### src/rtl/sbw_pkg.sv
package sbw_pkg;

    localparam int TAG_W = 6;
    localparam int SEQ_W = 8;
    localparam int NSRC  = 2;

    typedef logic [TAG_W-1:0] ptag_t;
    typedef logic [SEQ_W-1:0] seq_t;

    // A register reference with a qualifier (completion or allocation).
    typedef struct packed {
        logic  valid;
        ptag_t tag;
    } regref_t;

    // One source operand held in an entry.
    typedef struct packed {
        logic  pend;
        ptag_t tag;
    } opnd_t;

    // Squash request.
    typedef struct packed {
        logic valid;
        seq_t seq;
    } flush_t;

    function automatic logic tag_tracked(ptag_t t, int npregs);
        return (int'(t) < npregs);
    endfunction

    function automatic logic seq_younger(seq_t a, seq_t b);
        return (a > b);
    endfunction

    function automatic logic ref_hits(regref_t r, ptag_t t);
        return r.valid && (r.tag == t);
    endfunction

endpackage

### src/rtl/sbw_scoreboard.sv
module sbw_scoreboard
    import sbw_pkg::*;
#(
    parameter int NUM_PREGS = 32
) (
    input  logic                 clk,
    input  logic                 rst,
    input  regref_t              set_i,
    input  regref_t              clr_i,
    input  ptag_t   [NSRC-1:0]   look_tag_i,
    output logic    [NSRC-1:0]   look_rdy_o
);

    logic [NUM_PREGS-1:0] sb_q;

    // Allocation (clear) is the newer event and overrides a completion (set).
    always_ff @(posedge clk) begin
        if (rst) begin
            sb_q <= '0;
        end else begin
            for (int b = 0; b < NUM_PREGS; b++) begin
                if (ref_hits(clr_i, ptag_t'(b))) begin
                    sb_q[b] <= 1'b0;
                end else if (ref_hits(set_i, ptag_t'(b))) begin
                    sb_q[b] <= 1'b1;
                end
            end
        end
    end

    // Untracked tags match no bit and read as not ready.
    always_comb begin
        for (int s = 0; s < NSRC; s++) begin
            look_rdy_o[s] = 1'b0;
            for (int b = 0; b < NUM_PREGS; b++) begin
                if (look_tag_i[s] == ptag_t'(b)) begin
                    look_rdy_o[s] = sb_q[b];
                end
            end
        end
    end

    p_reset_notready_r1: assert property (@(posedge clk)
        $past(rst) |-> (sb_q == '0));

    p_untracked_quiet_r4: assert property (@(posedge clk) disable iff (rst)
        (set_i.valid && !tag_tracked(set_i.tag, NUM_PREGS) && !clr_i.valid)
        |=> $stable(sb_q));

    for (genvar g = 0; g < NUM_PREGS; g++) begin : g_chk
        p_done_sets_r5: assert property (@(posedge clk) disable iff (rst)
            (ref_hits(set_i, ptag_t'(g)) && !ref_hits(clr_i, ptag_t'(g)))
            |=> sb_q[g]);
        p_alloc_clears_r8: assert property (@(posedge clk) disable iff (rst)
            ref_hits(clr_i, ptag_t'(g)) |=> !sb_q[g]);
    end

endmodule

### src/rtl/sbw_entry.sv
module sbw_entry
    import sbw_pkg::*;
#(
    parameter int NUM_PREGS = 32
) (
    input  logic                clk,
    input  logic                rst,
    input  logic                load_i,
    input  seq_t                load_seq_i,
    input  opnd_t  [NSRC-1:0]   load_ops_i,
    input  regref_t             wake_i,
    input  flush_t              flush_i,
    output logic                busy_o,
    output logic                ready_o,
    output opnd_t  [NSRC-1:0]   ops_o
);

    logic              valid_q;
    logic              rdy_q;
    seq_t              seq_q;
    opnd_t [NSRC-1:0]  ops_q;
    logic              kill;
    logic              any_pend;

    always_comb begin
        kill = flush_i.valid && valid_q && seq_younger(seq_q, flush_i.seq);
        any_pend = 1'b0;
        for (int s = 0; s < NSRC; s++) begin
            any_pend = any_pend | ops_q[s].pend;
        end
    end

    always_ff @(posedge clk) begin
        if (rst) begin
            valid_q <= 1'b0;
            rdy_q   <= 1'b0;
            seq_q   <= '0;
            ops_q   <= '0;
        end else begin
            rdy_q <= valid_q && !any_pend && !load_i && !kill;
            if (load_i) begin
                valid_q <= 1'b1;
                seq_q   <= load_seq_i;
                ops_q   <= load_ops_i;
            end else if (kill) begin
                valid_q <= 1'b0;
                for (int s = 0; s < NSRC; s++) begin
                    ops_q[s].pend <= 1'b0;
                end
            end else begin
                for (int s = 0; s < NSRC; s++) begin
                    if (ops_q[s].pend && ref_hits(wake_i, ops_q[s].tag)) begin
                        ops_q[s].pend <= 1'b0;
                    end
                end
            end
        end
    end

    assign busy_o  = valid_q;
    assign ready_o = rdy_q;
    assign ops_o   = ops_q;

    p_ready_rises_r6: assert property (@(posedge clk) disable iff (rst)
        (valid_q && !any_pend && !load_i && !kill) |=> rdy_q);

    p_ready_clean_r6: assert property (@(posedge clk) disable iff (rst)
        rdy_q |-> (valid_q && !any_pend));

    p_squash_kills_r10: assert property (@(posedge clk) disable iff (rst)
        (kill && !load_i) |=> (!valid_q && !rdy_q && !any_pend));

    p_reload_drops_r11: assert property (@(posedge clk) disable iff (rst)
        load_i |=> !rdy_q);

    for (genvar s = 0; s < NSRC; s++) begin : g_chk
        p_wake_clears_r5: assert property (@(posedge clk) disable iff (rst)
            (ops_q[s].pend && ref_hits(wake_i, ops_q[s].tag) && !load_i)
            |=> !ops_q[s].pend);
        p_untracked_idle_r4: assert property (@(posedge clk) disable iff (rst)
            ops_q[s].pend |-> tag_tracked(ops_q[s].tag, NUM_PREGS));
    end

endmodule

### src/rtl/sbw_alloc_guard.sv
module sbw_alloc_guard
    import sbw_pkg::*;
#(
    parameter int NUM_ENTRIES = 8,
    parameter int NUM_PREGS   = 32
) (
    input  logic                                clk,
    input  logic                                rst,
    input  regref_t                             dst_i,
    input  logic  [NUM_ENTRIES-1:0]             busy_i,
    input  opnd_t [NUM_ENTRIES-1:0][NSRC-1:0]   ops_i,
    output logic                                err_o
);

    logic has_waiter;
    logic err_q;

    always_comb begin
        has_waiter = 1'b0;
        for (int e = 0; e < NUM_ENTRIES; e++) begin
            for (int s = 0; s < NSRC; s++) begin
                if (busy_i[e] && ops_i[e][s].pend && ops_i[e][s].tag == dst_i.tag) begin
                    has_waiter = 1'b1;
                end
            end
        end
    end

    always_ff @(posedge clk) begin
        if (rst) begin
            err_q <= 1'b0;
        end else begin
            err_q <= dst_i.valid && tag_tracked(dst_i.tag, NUM_PREGS) && has_waiter;
        end
    end

    assign err_o = err_q;

    p_err_needs_alloc_r9: assert property (@(posedge clk) disable iff (rst)
        err_o |-> $past(dst_i.valid));

    p_err_untracked_r4: assert property (@(posedge clk) disable iff (rst)
        (dst_i.valid && !tag_tracked(dst_i.tag, NUM_PREGS)) |=> !err_o);

endmodule

### src/rtl/sbw_wakeup_unit.sv
module sbw_wakeup_unit
    import sbw_pkg::*;
#(
    parameter int  NUM_ENTRIES = 8,
    parameter int  NUM_PREGS   = 32,
    localparam int IDX_W       = (NUM_ENTRIES > 1) ? $clog2(NUM_ENTRIES) : 1
) (
    input  logic                      clk,
    input  logic                      rst,
    input  logic                      ins_valid,
    input  logic [IDX_W-1:0]          ins_slot,
    input  logic [SEQ_W-1:0]          ins_seq,
    input  logic [NSRC*TAG_W-1:0]     ins_src_tags,
    input  logic [NSRC-1:0]           ins_src_rdy,
    input  logic                      ins_dst_valid,
    input  logic [TAG_W-1:0]          ins_dst_tag,
    input  logic                      cmp_valid,
    input  logic [TAG_W-1:0]          cmp_tag,
    input  logic                      sq_valid,
    input  logic [SEQ_W-1:0]          sq_seq,
    output logic [NUM_ENTRIES-1:0]    entry_ready,
    output logic [NUM_ENTRIES-1:0]    entry_busy,
    output logic                      alloc_err
);

    regref_t                              wake;
    regref_t                              alloc;
    flush_t                               flush;
    logic                                 insert_ok;
    ptag_t  [NSRC-1:0]                    src_tag;
    logic   [NSRC-1:0]                    sb_rdy;
    opnd_t  [NSRC-1:0]                    new_ops;
    opnd_t  [NUM_ENTRIES-1:0][NSRC-1:0]   ent_ops;

    always_comb begin
        wake      = '{valid: cmp_valid, tag: cmp_tag};
        flush     = '{valid: sq_valid, seq: sq_seq};
        insert_ok = ins_valid && !(sq_valid && seq_younger(ins_seq, sq_seq));
        alloc     = '{valid: insert_ok && ins_dst_valid, tag: ins_dst_tag};
        for (int s = 0; s < NSRC; s++) begin
            src_tag[s]      = ins_src_tags[s*TAG_W +: TAG_W];
            new_ops[s].tag  = src_tag[s];
            new_ops[s].pend = !ins_src_rdy[s]
                            && tag_tracked(src_tag[s], NUM_PREGS)
                            && !sb_rdy[s]
                            && !ref_hits(wake, src_tag[s]);
        end
    end

    sbw_scoreboard #(
        .NUM_PREGS (NUM_PREGS)
    ) u_sb (
        .clk        (clk),
        .rst        (rst),
        .set_i      (wake),
        .clr_i      (alloc),
        .look_tag_i (src_tag),
        .look_rdy_o (sb_rdy)
    );

    for (genvar e = 0; e < NUM_ENTRIES; e++) begin : g_ent
        sbw_entry #(
            .NUM_PREGS (NUM_PREGS)
        ) u_ent (
            .clk        (clk),
            .rst        (rst),
            .load_i     (insert_ok && (ins_slot == IDX_W'(e))),
            .load_seq_i (ins_seq),
            .load_ops_i (new_ops),
            .wake_i     (wake),
            .flush_i    (flush),
            .busy_o     (entry_busy[e]),
            .ready_o    (entry_ready[e]),
            .ops_o      (ent_ops[e])
        );
    end

    sbw_alloc_guard #(
        .NUM_ENTRIES (NUM_ENTRIES),
        .NUM_PREGS   (NUM_PREGS)
    ) u_guard (
        .clk    (clk),
        .rst    (rst),
        .dst_i  (alloc),
        .busy_i (entry_busy),
        .ops_i  (ent_ops),
        .err_o  (alloc_err)
    );

    for (genvar s = 0; s < NSRC; s++) begin : g_chk
        p_rename_ready_r2: assert property (@(posedge clk) disable iff (rst)
            (insert_ok && ins_src_rdy[s]) |=> !ent_ops[$past(ins_slot)][s].pend);
        p_recheck_r3: assert property (@(posedge clk) disable iff (rst)
            (insert_ok && sb_rdy[s]) |=> !ent_ops[$past(ins_slot)][s].pend);
        p_wake_wins_r7: assert property (@(posedge clk) disable iff (rst)
            (insert_ok && ref_hits(wake, src_tag[s]))
            |=> !ent_ops[$past(ins_slot)][s].pend);
    end

    p_dropped_insert_r10: assert property (@(posedge clk) disable iff (rst)
        (ins_valid && !insert_ok && !entry_busy[ins_slot]) |=> !entry_busy[$past(ins_slot)]);

endmodule

### config.mk
export PLATFORM = sky130hd
export DESIGN_NAME = sbw_wakeup_unit
export DESIGN_NICKNAME = d
export VERILOG_FILES = /design/src/rtl/sbw_pkg.sv /design/src/rtl/sbw_scoreboard.sv /design/src/rtl/sbw_entry.sv /design/src/rtl/sbw_alloc_guard.sv /design/src/rtl/sbw_wakeup_unit.sv
export SDC_FILE = /design/constraint.sdc
export NUM_CORES = 1
export LEC_CHECK = 0
export BUFFER_PORTS_ARGS = -buffer_cell sky130_fd_sc_hd__buf_2
export CAP_MARGIN = 20
export CORE_ASPECT_RATIO = 1.4
export CORE_MARGIN = 2
export CORE_UTILIZATION = 62
export CTS_BUF_LIST = sky130_fd_sc_hd__clkbuf_8
export CTS_CLUSTER_SIZE = 14
export DETAILED_ROUTE_END_ITERATION = 16
export PLACE_DENSITY_LB_ADDON = 0.25
export REMOVE_ABC_BUFFERS = 1
export SYNTH_ARGS = -nofsm -noshare
export SYNTH_HDL_FRONTEND = slang
export SYNTH_SLANG_ARGS = --single-unit
### constraint.sdc
create_clock -name clk -period 5.28 [get_ports clk]
set_input_delay 1.584 -clock clk [delete_from_list [all_inputs] [get_ports clk]]
set_output_delay 1.584 -clock clk [all_outputs]
set_load 0.01 [all_outputs]
==> reports/results.txt, run 1 <==
Max-cap violations - 0
drt total wl - 40,680 um
Area Overhead vs Synth - 7.170%
GRT overflow - 0
synthesis-stage register bit count - 225
Std-Cell Rows - 63
simple-gate share of the synthesized area - 22.13%
xor and xnor area share after synthesis - 13.31%
library cells used by synthesis - 63
PortBufs - 67
LEAKAGE - 5.403 nW
Setup Skew - 0.03658 ns
worst slew pin tran - 1.206 ns
status - finished, final reports clean
vias per cell - 6.322
via count - 12,467
synth warn - 0
die area - 22,850 um2
largest family of logic cells by synthesized area - simple AND/OR/NAND/NOR gates
Final Hold Vio Count - 0
CTS max path bufs - 3
CP arrival - 4.48 ns
clk sinks - 225
most used cell, CP - o21a_1
Largest stage delay, worst path - 0.81 ns
share of cells above drive strength 1 - 9.463%
CP delay by family, top - compound AO/OA/AOI/OAI gates
fin crit share - 75.79%
Overall Power - 3.778 mW
CTS tree - built
wire length on met2 - 19,590 um
hold buffers post-CTS - 0
sequential area share after synthesis - 33.57%
crit path capture type - flip-flop
CP Cell Sequence - buf_2 -> inv_1 -> ha_1 -> nor2b_1 -> o21a_1 -> o21a_1 -> o21ai_1 -> a221oi_2 -> or3_1 -> nand2_1 -> a21oi_1
Post-synth EDFFs - 0
Mapped Cells - 1,703
FFs w/ async S/R, synth - 0%
# setup viols final - 0
PwrDens - 262.7 nW/um2
setup TNS - 0 ns
post-synthesis mux area share - 1.604%
Final #Nets - 1,813
Slew headroom - 19.06%
overall routing resource usage - 35.74%
initial antenna violation count - 1
CTS clk-pin slew, worst paths - 0.07 ns
Hold Crit Class - flip-flop to flip-flop
minimum clock period after layout - 4.002 ns
Slew Viols, Final - 0
Yosys top cell area share - 33.57%
Num CTS Buffers - 36
pin count of the biggest net entering global routing - 166
unrepaired setup endpoints after global routing - no
Worst path slowest cell - or3_1
max layer used - met5
Iteration-0 DRC Markers - 962
worst setup path class - primary input to flip-flop
Die Wd - 128.3 um
DR pass1 iterations - 5
most common cell after layout, fill and taps aside - nand2_1
worst endpoint required time - 5.76 ns
DR WL/cell - 20.63 um
drt drc - 0
Ports - 68
postcts setup bufs - 0
first-pass GRT wire length - 63,640 um
core area - 21,200 um2
dominant synthesized flop cell - dfxtp_1
post-DP HPWL - 26,580 um
gpl congestion - 0.8979
Clock Latency Late Sink - 0.55 ns
Die H - 178.1 um
VDD IR max - 0.0003292 V
Syn Std Cell Area - 13,420 um2
CP max FO - 23
met1 WL - 15,110 um
most frequent cells in the layout - nand2_1 (350), dfxtp_1 (225), a21oi_1 (215)
cell at the root of the clock tree - clkbuf_8
Syn Area/Cell - 7.880 um2
ANT cells - 0
vias in the first global route - 12,522
H-tree depth - 2
crit start category - primary input
WL met3 - 2883 um
CP Buf/Inv Count - 2
DRT antenna net count - 0
synth top area cells - dfxtp_1 (34%), nand2_1 (9.8%), a21oi_1 (8.0%)
adder-cell share of the synthesized area - 6.713%
area leader, netlist - dfxtp_1
initial core utilization - 63.29%
Synth Area in Compound Gates - 17.22%
PostCTS Resize Cnt - 0
f_max - 249.9 MHz
## through the flow
stage | cell area (um2) | hold slack (ns) | setup slack [ns] | std cells | util (%)
2_1_floorplan | 12770 | 0.4303 | 0.8672 | 1560 | -
3_3_place_gp | 13670 | 0.4433 | 0.8473 | 1912 | 64.45
3_5_place_dp | 13670 | 0.4487 | 0.7639 | 1912 | 64.45
4_1_cts | 14380 | 0.4567 | 1.342 | 1972 | 67.82
5_1_grt | 14380 | 0.4734 | 1.067 | 1972 | 67.82
6_report | 14380 | 0.4521 | 1.278 | 1972 | 67.82
## state kept, by name (all words and copies together) (netlist names)
| signal | count |
|---|---|
| u_guard.err_o | 1 |
| g_ent.u_ent.seq_q | 64 |
| g_ent.u_ent.ready_o | 8 |
| u_sb.sb_q | 32 |
| g_ent.u_ent.ops_o | 112 |
| g_ent.u_ent.busy_o | 8 |
## Yosys cell counts, types with 20 or more instances
master,n
nor3_1,31
nand2_1,350
xnor2_1,121
o21ai_0,21
nand4_1,47
clkbuf_1,86
and3_1,27
nand3_1,41
a211oi_1,39
ha_1,72
a21oi_1,215
o21a_1,20
buf_2,32
inv_1,22
xor2_1,83
dfxtp_1,225
nor2_1,43
nor2b_1,27
## worst min-delay path: stages, from the launching register on
cell     delay (ns)
dfxtp_1        0.31
nand2_1        0.05
a21oi_1        0.05
## cells by family (layout without fill, tap and decap cells)
logic type      Yosys count  count (layout)
buf+inv                 165             174
mux                      21              21
simple gates            634             634
xor+xnor                204             204
flops                   225             225
compound gates          382             382
fa+ha+maj                72              72
## power by group
group	switching, mW	total (mW)	internal (mW)	leakage, nW
Combinational	0.338	0.510	0.172	3.19
Sequential	0.0300	1.76	1.73	1.82
Clock	0.694	1.51	0.814	0.396
## final timing paths
path                              end  cells after the start  slack [ns]               startpoint
max          g_ent[7].u_ent.ops_o[11]                     11        1.28               ins_seq[0]
min           g_ent[0].u_ent.seq_q[0]                      2        0.45  g_ent[0].u_ent.seq_q[0]
max reg2reg   g_ent[4].u_ent.ops_o[6]                      7        2.77            u_sb.sb_q[11]
min reg2reg   g_ent[0].u_ent.seq_q[0]                      2        0.45  g_ent[0].u_ent.seq_q[0]
## area by class of cell
| type | instances | area, um2 |
|---|---|---|
| multi-input cells | 1313 | 8213 |
| flip-flops and latches | 225 | 4504 |
| clock inverters | 15 | 95.09 |
| fillers | 1807 | 6823 |
| repair buffers | 92 | 541.8 |
| well taps | 260 | 325.3 |
| inverters | 22 | 82.58 |
| clock buffers | 45 | 619.3 |
## layer usage
metal | vias up | track usage [%]
met5 | - | 0
met4 | 2 | 25.50
met3 | 201 | 4.979
met2 | 558 | 62.28
met1 | 5862 | 39.70
li1 | 5844 | -
No activity file was read; power rests on OpenSTA's default activity.
==> run 2: changes to the inputs <==
--- a/config.mk
+++ b/config.mk
@@ -9,7 +9,7 @@
 export CAP_MARGIN = 20
 export CORE_ASPECT_RATIO = 1.4
 export CORE_MARGIN = 2
-export CORE_UTILIZATION = 62
+export CORE_UTILIZATION = 58
 export CTS_BUF_LIST = sky130_fd_sc_hd__clkbuf_8
 export CTS_CLUSTER_SIZE = 14
 export DETAILED_ROUTE_END_ITERATION = 16
==> constraint.sdc (replaced) <==
create_clock -name clk -period 3.3 [get_ports clk]
set_input_delay 0.99 -clock clk [delete_from_list [all_inputs] [get_ports clk]]
set_output_delay 0.99 -clock clk [all_outputs]
set_load 0.01 [all_outputs]
==> reports/results.txt, run 2 (same netlist as run 1, synthesis figures left out) <==
flop-to-flop setup slack - 0.99 ns (-1.78 ns)
Largest stage delay, worst path - 0.32 ns (-0.49 ns)
setup slack after layout - 0.4955 ns (-0.7829 ns)
clk sinks - 225 (unchanged)
max reg flops - 112 (unchanged)
worst setup path class - primary input to flip-flop
initial antenna violation count - 0 (-1)
minimum clock period after layout - 2.804 ns
Hold Crit Start - g_ent[5].u_ent.seq_q[0]
postcts setup bufs - 0 (unchanged)
most used cell, CP - buf_4
Final Hold Vio Count - 0 (unchanged)
initial core utilization - 59.35% (-3.9 points)
Fin Hold WS - 0.4530 ns (+0.0008430 ns)
Clock Power Share - 38.2% (-1.7 points)
most frequent cells in the layout - nand2_1 (350), dfxtp_1 (225), a21oi_1 (215)
PostCTS Resize Cnt - 0 (unchanged)
final instance area - 15,050 um2 (+4.7%)
DRT antenna net count - 0 (unchanged)
CTS clk-pin slew, worst paths - 0.06 ns (about the same)
f_max - 356.6 MHz
Comb power frac - 14.9% (+1.4 points)
Setup Skew - 0.01763 ns (-0.01895 ns)
met1 usage - 37.41% (-2.3 points)
share of cells above drive strength 1 - 13.05% (+3.6 points)
worst endpoint required time - 3.66 ns (-2.10 ns)
DR pass1 iterations - 5 (unchanged)
Die H - 184.0 um (+3.3%)
pin count of the biggest net entering global routing - 210 (+27%)
worst slew pin tran - 0.9770 ns (-0.2290 ns)
unrepaired setup endpoints after global routing - no
grt met2 use - 61.43% (-0.85 points)
overall routing resource usage - 33.95% (-1.8 points)
VDD IR max - 0.0003634 V (+10%)
Num CTS Buffers - 36 (unchanged)
Top Usage Layer GRT - met2
Clock Latency Late Sink - 0.54 ns (about the same)
reg2reg path depth - 8 (+1)
vias per cell - 6.126 (-3.1%)
Final #Nets - 1,889 (+4.2%)
Critical Path Sink - u_sb.sb_q[20]
drt drc - 0 (unchanged)
gpl congestion - 0.9248 (+3.0%)
Final Util - 66.59% (-1.2 points)
crit start category - primary input
vias in the first global route - 12,792 (+2.2%)
LEAKAGE - 5.791 nW (+7.2%)
Area Overhead vs Synth - 12.19%
ANT cells - 0 (unchanged)
Int Pwr - 4.301 mW (+58%)
Slew headroom - 34.87% (+16 points)
Ports - 68 (unchanged)
H-tree depth - 2 (unchanged)
core area - 22,610 um2 (+6.6%)
Seq pwr share - 46.9% (+0.3 points)
status - finished, final reports clean
beginning of the critical path - ins_seq[6]
CP Cell Sequence - buf_2 -> ha_1 -> a21o_1 -> a21oi_1 -> nor2b_1 -> a221o_1 -> nand4_1 -> buf_4 -> nor3b_1 -> buf_4 -> a211oi_1
PortBufs - 67 (unchanged)
CP arrival - 3.17 ns (-1.31 ns)
Hold Crit Class - flip-flop to flip-flop
CTS max path bufs - 3 (unchanged)
CP delay by family, top - compound AO/OA/AOI/OAI gates
cell at the root of the clock tree - clkbuf_8
fin crit share - 84.98%
CTS tree - built
switching power total - 1.707 mW (+61%)
Worst path slowest cell - a221o_1
Crit path depth - 11 (unchanged)
setup TNS - 0 ns (unchanged)
hold buffers post-CTS - 0 (unchanged)
Max-cap violations - 0 (unchanged)
Setup WS pre-CTS - 0.009639 ns (-0.7543 ns)
PwrDens - 399.1 nW/um2 (+52%)
first-pass GRT wire length - 65,620 um (+3.1%)
Slew Viols, Final - 0 (unchanged)
worst r2r dst - g_ent[7].u_ent.ops_o[13]
Die Wd - 132.6 um (+3.3%)
GRT overflow - 0 (unchanged)
Sw Share - 28.41% (+0.31 points)
# setup viols final - 0 (unchanged)
DR WL/cell - 19.93 um (-3.4%)
most common cell after layout, fill and taps aside - nand2_1
post-DP HPWL - 29,230 um (+9.9%)
die area - 24,390 um2 (+6.7%)
drt total wl - 41,600 um (+2.3%)
Std-Cell Rows - 65 (+3.2%)
CP Buf/Inv Count - 3 (+1)
CP max FO - 4 (-83%)
via count - 12,785 (+2.6%)
placed cell area - 14,390 um2 (+5.3%)
Iteration-0 DRC Markers - 985 (+2.4%)
reg2reg start - u_sb.sb_q[8]
met3 Use GR - 4.825% (-0.15 points)
crit path capture type - flip-flop
run 2: layout make-up:
cell class	instances	area, um2
multi-input combinational	1313	8213
fill	1976	7555
sequential	225	4504
timing repair buffer	168	1212
clock buffer	44	605.6
tap	301	376.6
inverter	22	82.58
clock inverter	14	60.06
run 2: worst min-delay path by stage:
stage / endpoint / slack, ns / cells after the start
2_1_floorplan: g_ent[0].u_ent.seq_q[0] / 0.43 / 2
3_3_place_gp: g_ent[7].u_ent.seq_q[0] / 0.44 / 2
3_5_place_dp: g_ent[1].u_ent.seq_q[0] / 0.45 / 2
4_1_cts: g_ent[1].u_ent.seq_q[0] / 0.46 / 2
5_1_grt: g_ent[7].u_ent.seq_q[0] / 0.48 / 2
6_report: g_ent[5].u_ent.seq_q[0] / 0.45 / 2
run 2: metrics by stage:
step,power [mW],std cells
3_5_place_dp,3.750,2029
4_1_cts,6.016,2087
2_1_floorplan,3.264,1560
6_report,6.009,2087
3_3_place_gp,3.729,2029
5_1_grt,6.209,2087
run 2: worst min-delay path, cell delays in order, from the launching register on:
cell and delay (ns):
dfxtp_1 0.31, nand2_1 0.05, a21oi_1 0.05
run 2: layer usage:
metal | part of all wire (%) | vias to the layer above
met2 | 49 | 556
met1 | 37 | 6042
met4 | 6.3 | 0
li1 | - | 6008
met5 | 0 | -
met3 | 6.9 | 179
run 2: power by group through the flow:
stage	sequential [mW]	clock (mW)	combinational (mW)
2_1_floorplan	2.87	0	0.398
5_1_grt	2.82	2.43	0.962
4_1_cts	2.82	2.32	0.880
3_3_place_gp	2.87	0	0.856
3_5_place_dp	2.88	0	0.874
6_report	2.82	2.30	0.894
